`src/rtl/hostwin_pkg.sv`:
```
package hostwin_pkg;
  localparam int CPU_COUNT = 4;

  typedef struct packed {
    logic                 regWr;
    logic                 regRd;
    logic [CPU_COUNT-1:0] winHit;
  } strobe_t;
endpackage

```
`src/rtl/hostwin_decode.sv`:
```
module hostwin_decode
  import hostwin_pkg::*;
#(
  parameter int ADDR_W = 14,
  parameter int WIN_W  = 11
) (
  input  logic              clk,
  input  logic              rstN,
  input  logic [ADDR_W-1:0] hostAddr,
  input  logic              rdStb,
  input  logic              wrStb,
  input  logic              baseHit,
  output strobe_t           strb
);
  localparam int IDX_W = $clog2(CPU_COUNT);
  localparam int LOW_W = WIN_W + IDX_W;

  logic             access;
  logic             inWinArea;
  logic             regHit;
  logic [IDX_W-1:0] winIdx;

  assign access    = baseHit & (rdStb | wrStb);
  assign inWinArea = (hostAddr[ADDR_W-1:LOW_W] == '0);
  assign winIdx    = hostAddr[LOW_W-1:WIN_W];
  assign regHit    = (hostAddr == {ADDR_W{1'b1}});

  assign strb.regWr = baseHit & wrStb & regHit;
  assign strb.regRd = baseHit & rdStb & regHit;

  for (genvar i = 0; i < CPU_COUNT; i++) begin : gWinHit
    assign strb.winHit[i] = access & inWinArea & (winIdx == IDX_W'(i));
  end


  reg_not_window_chk: assert property (@(posedge clk) disable iff (!rstN)
    (strb.regWr || strb.regRd) |-> (strb.winHit == '0));


  no_base_idle_chk: assert property (@(posedge clk) disable iff (!rstN)
    !baseHit |-> (strb.winHit == '0 && !strb.regWr && !strb.regRd));
endmodule

```
`src/rtl/hostwin_regs.sv`:
```
module hostwin_regs
  import hostwin_pkg::*;
#(
  parameter logic [2*CPU_COUNT-1:0] RESET_VAL = '1
) (
  input  logic                   clk,
  input  logic                   rstN,
  input  strobe_t                strb,
  input  logic [2*CPU_COUNT-1:0] wrData,
  output logic [CPU_COUNT-1:0]   winSelN,
  output logic [CPU_COUNT-1:0]   cpuResetN,
  output logic [CPU_COUNT-1:0]   mapLow,
  output logic [2*CPU_COUNT-1:0] rdData
);
  localparam int DATA_W = 2 * CPU_COUNT;

  logic [DATA_W-1:0] ctrlReg;

  always_ff @(posedge clk or negedge rstN) begin
    if (!rstN) begin
      ctrlReg <= RESET_VAL;
      winSelN <= '1;
      rdData  <= '0;
    end else begin
      if (strb.regWr) ctrlReg <= wrData;
      winSelN <= ~strb.winHit;
      rdData  <= strb.regRd ? ctrlReg : '0;
    end
  end

  for (genvar n = 0; n < CPU_COUNT; n++) begin : gPair
    assign cpuResetN[n] = ~ctrlReg[2*n+1];
    assign mapLow[n]    = ctrlReg[2*n];
  end


  reg_write_chk: assert property (@(posedge clk) disable iff (!rstN)
    strb.regWr |=> (ctrlReg == $past(wrData)));


  reg_hold_chk: assert property (@(posedge clk) disable iff (!rstN)
    !strb.regWr |=> $stable(ctrlReg));


  read_old_chk: assert property (@(posedge clk) disable iff (!rstN)
    strb.regRd |=> (rdData == $past(ctrlReg)));


  sel_idle_chk: assert property (@(posedge clk) disable iff (!rstN)
    (strb.winHit == '0) |=> (winSelN == '1));


  rd_zero_chk: assert property (@(posedge clk) disable iff (!rstN)
    !strb.regRd |=> (rdData == '0));
endmodule

```
`src/rtl/hostwin_top.sv`:
```
module hostwin_top
  import hostwin_pkg::*;
#(
  parameter int ADDR_W = 14,
  parameter int WIN_W  = 11
) (
  input  logic                   clk,
  input  logic                   rstN,
  input  logic [ADDR_W-1:0]      hostAddr,
  input  logic [2*CPU_COUNT-1:0] wrData,
  input  logic                   rdStb,
  input  logic                   wrStb,
  input  logic                   baseHit,
  output logic [CPU_COUNT-1:0]   winSelN,
  output logic [CPU_COUNT-1:0]   cpuResetN,
  output logic [CPU_COUNT-1:0]   mapLow,
  output logic [2*CPU_COUNT-1:0] rdData
);
  strobe_t strb;

  hostwin_decode #(.ADDR_W(ADDR_W), .WIN_W(WIN_W)) uDecode (
    .clk(clk), .rstN(rstN), .hostAddr(hostAddr), .rdStb(rdStb),
    .wrStb(wrStb), .baseHit(baseHit), .strb(strb)
  );

  hostwin_regs uRegs (
    .clk(clk), .rstN(rstN), .strb(strb), .wrData(wrData),
    .winSelN(winSelN), .cpuResetN(cpuResetN), .mapLow(mapLow),
    .rdData(rdData)
  );


  one_window_chk: assert property (@(posedge clk) disable iff (!rstN)
    $onehot0(~winSelN));


  window_pulse_chk: assert property (@(posedge clk) disable iff (!rstN)
    (strb.winHit != '0) |=> ($countones(~winSelN) == 1));
endmodule

```
`config.mk`:
```
export PLATFORM = sky130hd
export DESIGN_NAME = hostwin_top
export DESIGN_NICKNAME = d
export VERILOG_FILES = /design/src/rtl/hostwin_pkg.sv /design/src/rtl/hostwin_decode.sv /design/src/rtl/hostwin_regs.sv /design/src/rtl/hostwin_top.sv
export SDC_FILE = /design/constraint.sdc
export NUM_CORES = 1
export LEC_CHECK = 0
export CAP_MARGIN = 0
export CORE_UTILIZATION = 52
export DETAILED_ROUTE_END_ITERATION = 16
export DONT_BUFFER_PORTS = 1
export GPL_TIMING_DRIVEN = 0
export PLACE_DENSITY = 0.73
export SLEW_MARGIN = 20
export SYNTH_ARGS = -nofsm -noshare
export SYNTH_HDL_FRONTEND = slang
export SYNTH_SLANG_ARGS = --single-unit
```
`constraint.sdc`:
```
create_clock -name clk -period 0.8 [get_ports clk]
set_input_delay 0.12 -clock clk [delete_from_list [all_inputs] [get_ports clk]]
set_output_delay 0.12 -clock clk [all_outputs]
set_load 0.02 [all_outputs]
```
==> reports/metrics.cfg, run 1 <==
[outcome]
status=finished, violations left
violations=hold timing, setup timing

[clock_tree]
cts.sinks=20
cts_tree=yes
numCtsBuffers=3
htreeDepth=1
clockRootBuffer=clkbuf_4
clk_path_buf_depth=2
clock_latency_ps=300
clk_pin_slew_worst_paths_ps=120

[grt]
grt_util_all_layers_pct=22.0
grt_pass1_wl_um=2860
grt_remaining_overflow=0
grt_pass1_vias=626
antenna_found_initial=0
grt_max_degree=21

[sta]
hold_viol=8
finalCritPeriodShare_pct=139
worst_clock_skew_ps=0.390
setup_violations=32
rsz0062_at_grt=yes
holdWs_ps=-18.6
layout_min_cycle_time_ps=1110
relSlewSlack_pct=42.6
final.setup.worst_slack_ps=-314
slew_viol_final=0
worst_pin_slew_ps=861
fmax_mhz=898

[final_layout]
multi_input_area_um2=322
areaGrowthSynthToFinish_pct=42.2
drive_above_1_share_pct=60.2
fill_cells=98
regArea_um2=524
fin_cells=99
final_nets=111
antennaDiodeCount=0

[floorplanning]
fp.dieW_um=41.9
core_um2=1490
die_h_um=41.9
ios=47
die_area_um2=1750
initial_core_util_pct=55.5
num_rows=14

[yosys]
synth_warnings=0
ys_ff_latch=20
postSynthNetCount=87
ys_seq_area_share_pct=62.3
synth_edf_count=0
synth_top_area_share_pct=38.1
synthCells=60
synth_common_cells=dfstp_2, and3_1, dfrtp_1, mux2_2, nand4_1
post_synth_instance_area_um2=827
post_synth_num_cell_types=16
yosysMostFrequentCell=dfstp_2
synth_async_sr_flop_share_pct=100
syn-mean-instance-area_um2=13.8
synthFlopType=dfstp_2
synth_area_leaders=dfstp_2, dfrtp_1, mux2_2, and3_1, nand4_1
synth_top_area_cell=dfstp_2

[detailed_routing]
vias=591
drc=0
via_per_inst=5.97
wl_um=1790
ant_nets=0
wl_per_cell_um=18.1
drt-initial-drc-count=3
first_pass_iters=4

[place]
dp_hpwl_um=1040
io_buffer_count=0
routabilityCongestion=0.747
preCtsSetupSlack_ps=-573
placed_cells=76

[job]
maxCapViolations=0

[power_and_ir_drop]
netSwitchingPower_w=0.000373
clkPwrFrac_pct=41.9
p_seq_share_pct=52.5
ir_drop_mv=1.87
power_density_nw_per_um2=1670
p_int_w=0.00159
combPwrFrac_pct=5.7
power.total_w=0.00196
swShare_pct=19.0
leakagePower_nw=0.533

[worst_setup_path]
slowest_stage=dfstp_2
critPathKind=reg2out
end_kind=primary output
cpPeakStageDelay_ps=570
critical-path-top-delay-family=flip-flops
cp-start-kind=register
crit_chain=buf_6
crit_required_ps=680
path_buf_inv=1
arrival_ps=990
path_max_fanout=2

[hold_path]
min_path_type=in2async

## logic make-up after synthesis
logic type	count (synthesis)	share of synthesized area, %
and+or+nand+nor	23	20.1
DFF	20	62.3
muxes	8	10.9
buffers and inverters	8	5.45
AOI/OAI and AO/OA	1	1.21
## cells in the final DEF, fill, tap and decap left out, drive strengths merged
cell / Yosys / layout
nand3: 1 / 1
nand2: 1 / 1
nand4b: 2 / 2
mux2: 8 / 8
buf: 4 / 10
clkbuf: 0 / 3
inv: 4 / 4
bufinv: 0 / 1
dfstp: 12 / 12
nor4: 2 / 2
nand4: 7 / 7
o21ba: 1 / 1
dfrtp: 8 / 8
dlygate4sd3: 0 / 10
dlymetal6s4s: 0 / 3
nand2b: 1 / 1
or3: 1 / 1
and3: 8 / 8
## sequential cells by signal (all words and copies together) (netlist names)
name / count
uRegs.ctrlReg: 8
uRegs.rdData: 8
uRegs.winSelN: 4
## per-layer routing
| layer | wire length (um) | global-route usage, % | vias up | part of all wire, % |
|---|---|---|---|---|
| li1 | - | - | 260 | - |
| met1 | 700 | 25.5 | 297 | 39 |
| met2 | 943 | 38.4 | 30 | 53 |
| met3 | 111 | 5.22 | 4 | 6.2 |
| met4 | 34 | 9.68 | 0 | 1.9 |
| met5 | 0 | 0 | - | 0 |
## worst reg2reg max path: stages (launching register included)
cell	delay, ps
dfstp_2	400
buf_6	110
buf_6	100
mux2_4	260
## path summary, 6_finish.rpt
| check | startpoint | endpoint | slack [ps] | cells past startpoint |
|---|---|---|---|---|
| setup / recovery | uRegs.ctrlReg[2]$_DFFE_PN1P_ | mapLow[1] | -310 | 1 |
| hold / removal | rstN | uRegs.rdData[2]$_DFF_PN0_ | -20 | 1 |
| setup reg to reg | uRegs.ctrlReg[2]$_DFFE_PN1P_ | uRegs.ctrlReg[2]$_DFFE_PN1P_ | -130 | 3 |
| hold reg to reg | uRegs.ctrlReg[1]$_DFFE_PN1P_ | uRegs.rdData[1]$_DFF_PN0_ | 560 | 1 |
| max in group asynchronous | rstN | uRegs.rdData[3]$_DFF_PN0_ | 230 | 1 |
| min in group clk | rdStb | uRegs.winSelN[3]$_DFF_PN1_ | 20 | 2 |
## per-stage QoR
stage | utilization (%) | cell area (um2) | TNS (ps) | hold WS, ps
floorplan | - | 842 | -3380 | -176
global placement | 57.9 | 862 | -5770 | -175
detailed placement | 57.9 | 862 | -6150 | -175
CTS | 76.6 | 1140 | -5730 | 20.0
global route | 79.0 | 1180 | -5260 | 15.8
finish | 79.0 | 1180 | -4440 | -18.6
## power groups by stage
stage	clock network [W]	logic (W)	registers, W
final	0.000822	0.000111	0.00103
after detailed placement	0	0.0000293	0.00105
after floorplan	0	0.0000267	0.00105
after CTS	0.000829	0.000106	0.00103
after global placement	0	0.0000286	0.00105
after global routing	0.000880	0.000120	0.00103
## area by class of cell
type                    count  area share (%)
plain buffers               4            3.83
clock inverters             1            2.55
multi-input cells          32            27.3
clock buffers               3            1.91
flip-flops and latches     20            44.6
inverters                   4            1.28
well taps                  16            1.70
repair buffers             19            16.8
## what timing repair did
| action | CTS | global route |
|---|---|---|
| hold endpoints to repair | 39 | 0 |
| setup buffers | 5 | 2 |
| setup endpoints to repair | 28 | 54 |
| pin swaps | 2 | 2 |
| hold buffers | 13 | 0 |
| resized for setup | 22 | 10 |
No activity file was read; power rests on OpenSTA's default activity.
==> run 2: changes to the inputs <==
--- a/config.mk
+++ b/config.mk
@@ -5,12 +5,13 @@
 export SDC_FILE = /design/constraint.sdc
 export NUM_CORES = 1
 export LEC_CHECK = 0
+export ABC_CLOCK_PERIOD_IN_PS = 800
 export CAP_MARGIN = 0
-export CORE_UTILIZATION = 52
+export CORE_UTILIZATION = 45
 export DETAILED_ROUTE_END_ITERATION = 16
 export DONT_BUFFER_PORTS = 1
 export GPL_TIMING_DRIVEN = 0
-export PLACE_DENSITY = 0.73
+export PLACE_DENSITY = 0.65
 export SLEW_MARGIN = 20
 export SYNTH_ARGS = -nofsm -noshare
 export SYNTH_HDL_FRONTEND = slang
==> run 2 against run 1 <==
The flow still finishes with violations (hold timing, setup timing). Clock power decreased by 1%. Critical endpoint unchanged. Combinational power about the same. Via count decreased by 3.7%. Maximum frequency increased by 2.0%. Critical path type unchanged. Largest power group unchanged. Sequential power about the same.
==> reports/metrics.cfg, run 2 (synthesized netlist as in run 1, its figures left out) <==
[sta]
hold_viol=1  ; -7
worst_clock_skew_ps=0.582  ; +0.192 ps
final.setup.worst_slack_ps=-292  ; +21.6 ps
fmax_mhz=915  ; +2.0%
holdWs_ps=-0.0754  ; +18.5 ps
layout_min_cycle_time_ps=1090  ; -21.6 ps
setup_violations=34  ; +6.3%
slew_viol_final=0  ; unchanged
rsz0062_at_grt=yes
finalCritPeriodShare_pct=137  ; -2.7 points
worst_pin_slew_ps=871  ; +10.7 ps
finalSetupTns_ps=-4210  ; +227 ps
relSlewSlack_pct=41.9  ; -0.71 points

[detailed_routing]
wl_um=1670  ; -6.5%
drt-initial-drc-count=3  ; unchanged
via_per_inst=5.13  ; -14%
ant_nets=0  ; unchanged
wl_per_cell_um=15.1  ; -17%
drc=0  ; unchanged
first_pass_iters=3  ; -1
vias=569  ; -3.7%

[final_layout]
layout_commonest_cell=dfstp_2
final_cell_mix=dfstp_2, dlygate4sd3_1, buf_6
antennaDiodeCount=0  ; unchanged
final_nets=114  ; +2.7%
areaGrowthSynthToFinish_pct=45.1
drive_above_1_share_pct=60.5  ; +0.22 points
final_util_pct=69.5  ; -9.5 points
largest_registers=uRegs.ctrlReg: 8 flops, uRegs.rdData: 8 flops, uRegs.winSelN: 4 flops

[grt]
use_met2_pct=32.9  ; -5.5 points
grt_pass1_wl_um=2680  ; -6.5%
grt_max_degree=21  ; unchanged
antenna_found_initial=0  ; unchanged
grt_pass1_vias=591  ; -5.6%
met1_usage_pct=22.7  ; -2.8 points
grt_util_all_layers_pct=18.8  ; -3.2 points
grt-busiest-layer=met2
grt_remaining_overflow=0  ; unchanged
grt_util_met3_pct=4.40  ; -0.82 points

[clock_tree]
cts_tree=yes
cts.sinks=20  ; unchanged
clock_latency_ps=290  ; about the same
numCtsBuffers=3  ; unchanged
clk_pin_slew_worst_paths_ps=110  ; about the same
htreeDepth=1  ; unchanged
clk_path_buf_depth=2  ; unchanged
clockRootBuffer=clkbuf_4

[worst_setup_path]
end_kind=primary output
crit_chain=buf_6
crit_required_ps=680  ; about the same
path_buf_inv=1  ; unchanged
path_depth=1  ; unchanged
cp-start-kind=register
arrival_ps=970  ; -20 ps
cpPeakStageDelay_ps=560  ; about the same
reg2regPathDepth=3  ; unchanged
slowest_stage=dfstp_2
critPathKind=reg2out
critical-path-top-delay-family=flip-flops
path_max_fanout=2  ; unchanged

[place]
routabilityCongestion=0.764  ; +2.3%
io_buffer_count=0  ; unchanged

[floorplanning]
die_h_um=44.9  ; +7.1%
initial_core_util_pct=47.9  ; -7.6 points
num_rows=15  ; +1
die_area_um2=2010  ; +15%
core_um2=1730  ; +16%
fp.dieW_um=44.9  ; +7.1%
ios=47  ; unchanged

[power_and_ir_drop]
leakagePower_nw=0.554  ; +4.0%
ir_drop_mv=1.89  ; +1.2%
power_density_nw_per_um2=1620  ; -2.7%
power.total_w=0.00195  ; -0.71%

[hold_path]
min_path_type=in2async

[outcome]
status=finished, violations left
violations=hold timing, setup timing

[job]
maxCapViolations=0  ; unchanged

==> run 2: area by class of cell <==
cell class                 count  area, um2
fill                         137        527
tap                           25       31.3
multi-input combinational     32        308
timing repair buffer          22        224
sequential                    20        524
clock inverter                 1       30.0
inverter                       4       15.0
buffer                         4       45.0
clock buffer                   3       22.5
==> run 2: path summary, 6_finish.rpt <==
kind,startpoint,endpoint,slack (ps)
worst max-delay path,uRegs.ctrlReg[2]$_DFFE_PN1P_,mapLow[1],-290
worst min-delay path,rstN,uRegs.rdData[1]$_DFF_PN0_,-0.08
worst max register to register,uRegs.ctrlReg[4]$_DFFE_PN1P_,uRegs.ctrlReg[4]$_DFFE_PN1P_,-160
worst min register to register,uRegs.ctrlReg[0]$_DFFE_PN1P_,uRegs.rdData[0]$_DFF_PN0_,550
max in group asynchronous,rstN,uRegs.rdData[3]$_DFF_PN0_,210
min in group clk,rdStb,uRegs.winSelN[3]$_DFF_PN1_,40
==> run 2: what timing repair did <==
action,in CTS,in global routing
setup buffers,7,2
gates resized for setup,23,7
endpoints found under the hold margin,39,0
hold buffers,13,0
pin swaps,2,3
endpoints found under the setup margin,28,55
==> run 2: metal layers <==
layer  routed length (um)  vias to the layer above
li1                     -                      268
met1                  694                      279
met2                  894                       20
met3                   69                        2
met4                   14                        0
met5                    0                        -
==> run 2: through the flow <==
stage | hold slack [ps] | worst slack [ps] | cells | cell area (um2)
finish | -0.0754 | -292 | 111 | 1200
global route | 32.0 | -328 | 111 | 1200
CTS | 24.0 | -298 | 109 | 1170
detailed placement | -175 | -561 | 85 | 873
global placement | -175 | -554 | 85 | 873
floorplan | -176 | -377 | 60 | 842
==> run 2: power breakdown <==
group          internal (W)  switching (W)
Combinational     0.0000603      0.0000495
Clock              0.000506       0.000304
Sequential          0.00102     0.00000762
==> run 3: changes to the inputs <==
--- a/config.mk
+++ b/config.mk
@@ -7,11 +7,11 @@
 export LEC_CHECK = 0
 export ABC_CLOCK_PERIOD_IN_PS = 800
 export CAP_MARGIN = 0
-export CORE_UTILIZATION = 45
+export CORE_UTILIZATION = 52
 export DETAILED_ROUTE_END_ITERATION = 16
 export DONT_BUFFER_PORTS = 1
 export GPL_TIMING_DRIVEN = 0
-export PLACE_DENSITY = 0.65
+export PLACE_DENSITY_LB_ADDON = 0.05
 export SLEW_MARGIN = 20
 export SYNTH_ARGS = -nofsm -noshare
 export SYNTH_HDL_FRONTEND = slang
==> run 3 against run 2 <==
The run ends with setup timing left. Critical path depth did not move. Hold slack improved by 1.9 ps. Setup slack improved by 21 ps. Clock power fell by 45%. Maximum frequency rose by 1.9%. Routed wire length rose by 3.9%. Clock skew barely moved. Critical path type unchanged. Largest power group unchanged.
==> reports/metrics.cfg, run 3 (synthesized netlist as in run 1, its figures left out) <==
[outcome]
status=finished, violations left
violations=setup timing

[grt]
grt_pass1_wl_um=2970  ; +11%
grt_util_all_layers_pct=22.8  ; +4.0 points
antenna_found_initial=0  ; unchanged
grt_pass1_vias=657  ; +11%
grt_max_degree=21  ; unchanged
grt_remaining_overflow=0  ; unchanged

[detailed_routing]
vias=589  ; +3.5%
wl_per_cell_um=17.2  ; +14%
drc=0  ; unchanged
wl_um=1740  ; +3.9%
ant_nets=0  ; unchanged
drt-initial-drc-count=2  ; -1
first_pass_iters=4  ; +1
via_per_inst=5.83  ; +14%

[power_and_ir_drop]
leakagePower_nw=0.554  ; about the same
ir_drop_mv=1.21  ; -36%
power_density_nw_per_um2=1370  ; -15%

[clock_tree]
clk_pin_slew_worst_paths_ps=100  ; about the same
clock_latency_ps=280  ; about the same
clockRootBuffer=clkbuf_4
clk_path_buf_depth=2  ; unchanged
cts.sinks=20  ; unchanged
htreeDepth=1  ; unchanged
numCtsBuffers=3  ; unchanged
cts_tree=yes

[place]
dp_hpwl_um=1010
placed_cells=76  ; -11%
io_buffer_count=0  ; unchanged
routabilityCongestion=0.731  ; -4.3%

[floorplanning]
core_um2=1490  ; -14%
num_rows=14  ; -1
die_h_um=41.9  ; -6.7%
initial_core_util_pct=55.5  ; +7.6 points
ios=47  ; unchanged
die_area_um2=1750  ; -13%
fp.dieW_um=41.9  ; -6.7%

[sta]
layout_min_cycle_time_ps=1070  ; -20.7 ps
setup_violations=35  ; +2.9%
worst_pin_slew_ps=851  ; -20.0 ps
final.setup.worst_slack_ps=-272  ; +20.7 ps
finalCritPeriodShare_pct=134  ; -2.6 points
rsz0062_at_grt=yes
slew_viol_final=0  ; unchanged
fmax_mhz=933  ; +1.9%
worst_clock_skew_ps=0.703  ; +0.121 ps
finalSetupTns_ps=-4400  ; -186 ps
hold_viol=0  ; -1
relSlewSlack_pct=43.2  ; +1.3 points

[worst_setup_path]
end_kind=primary output
path_buf_inv=1  ; unchanged
path_max_fanout=2  ; unchanged
critical-path-top-delay-family=flip-flops
crit_required_ps=680  ; about the same
slowest_stage=dfstp_2
critPathKind=reg2out
crit_chain=buf_6
arrival_ps=950  ; -20 ps
cp-start-kind=register
cpPeakStageDelay_ps=550  ; about the same

[final_layout]
areaGrowthSynthToFinish_pct=39.5
final_util_pct=77.5  ; +8.0 points
final_nets=114  ; unchanged
fill_cells=107  ; -22%
fin_cells=101  ; -9.0%
drive_above_1_share_pct=61.2  ; +0.71 points
antennaDiodeCount=0  ; unchanged
layout_commonest_cell=dfstp_2
largest_registers=uRegs.ctrlReg: 8 flops, uRegs.rdData: 8 flops, uRegs.winSelN: 4 flops

[hold_path]
min_path_type=in2async

[job]
maxCapViolations=0  ; unchanged

run 3: cell count changes in the layout (fill, tap and decap cells not counted), sizes merged:
cell          before  now
dlygate4sd3       10    8
dlymetal6s4s       3    5
bufinv             1    0
run 3: report_power, final:
group / total (W) / internal (W) / switching [W]
combinational: 0.000111 / 0.0000619 / 0.0000488
sequential: 0.00103 / 0.00102 / 0.00000746
clock: 0.000444 / 0.000175 / 0.000270
run 3: layout make-up:
type / instances / area, um2 / share of cell area [%]
Buffer: 4 / 45.0 / 3.90
Clock buffer: 3 / 22.5 / 1.95
Inverter: 4 / 15.0 / 1.30
Multi-Input combinational cell: 32 / 312 / 27.0
Sequential cell: 20 / 526 / 45.6
Tap cell: 16 / 20.0 / 1.74
Timing Repair Buffer: 22 / 214 / 18.5
run 3: per-stage QoR:
step | hold slack, ps | area (um2) | power, W | setup slack, ps
detailed placement | -175 | 862 | 0.00108 | -589
CTS | 34.3 | 1120 | 0.00160 | -291
floorplan | -176 | 842 | 0.00107 | -377
global route | 38.7 | 1150 | 0.00165 | -301
finish | 1.84 | 1150 | 0.00158 | -272
global placement | -175 | 862 | 0.00108 | -532
run 3: timing repair:
item / CTS / global route
buffers inserted: 7 / 2
pin swaps: 1 / 2
gates resized for setup: 22 / 8
hold buffers: 13 / 0
hold endpoints to repair: 39 / 0
endpoints found under the setup margin: 28 / 56
gates cloned: 0 / 0
run 3: path summary, 6_finish.rpt:
check | slack, ps | from | endpoint | cells after the start
max | -270 | uRegs.ctrlReg[2]$_DFFE_PN1P_ | mapLow[1] | 1
min | 2 | rstN | uRegs.rdData[4]$_DFF_PN0_ | 1
max reg2reg | -60 | uRegs.ctrlReg[1]$_DFFE_PN1P_ | uRegs.rdData[1]$_DFF_PN0_ | 2
min reg2reg | 570 | uRegs.ctrlReg[5]$_DFFE_PN1P_ | uRegs.rdData[5]$_DFF_PN0_ | 1
max in group asynchronous | 220 | rstN | uRegs.rdData[1]$_DFF_PN0_ | 1
min in group clk | 40 | rdStb | uRegs.winSelN[3]$_DFF_PN1_ | 2
run 3: per-layer routing:
metal  global-route usage [%]  wire length, um  vias up
met4                     6.45               14        0
met5                        0                0        -
met1                     26.6              687      289
met2                     40.6              914       31
met3                     6.52              123        3
li1                         -                -      266
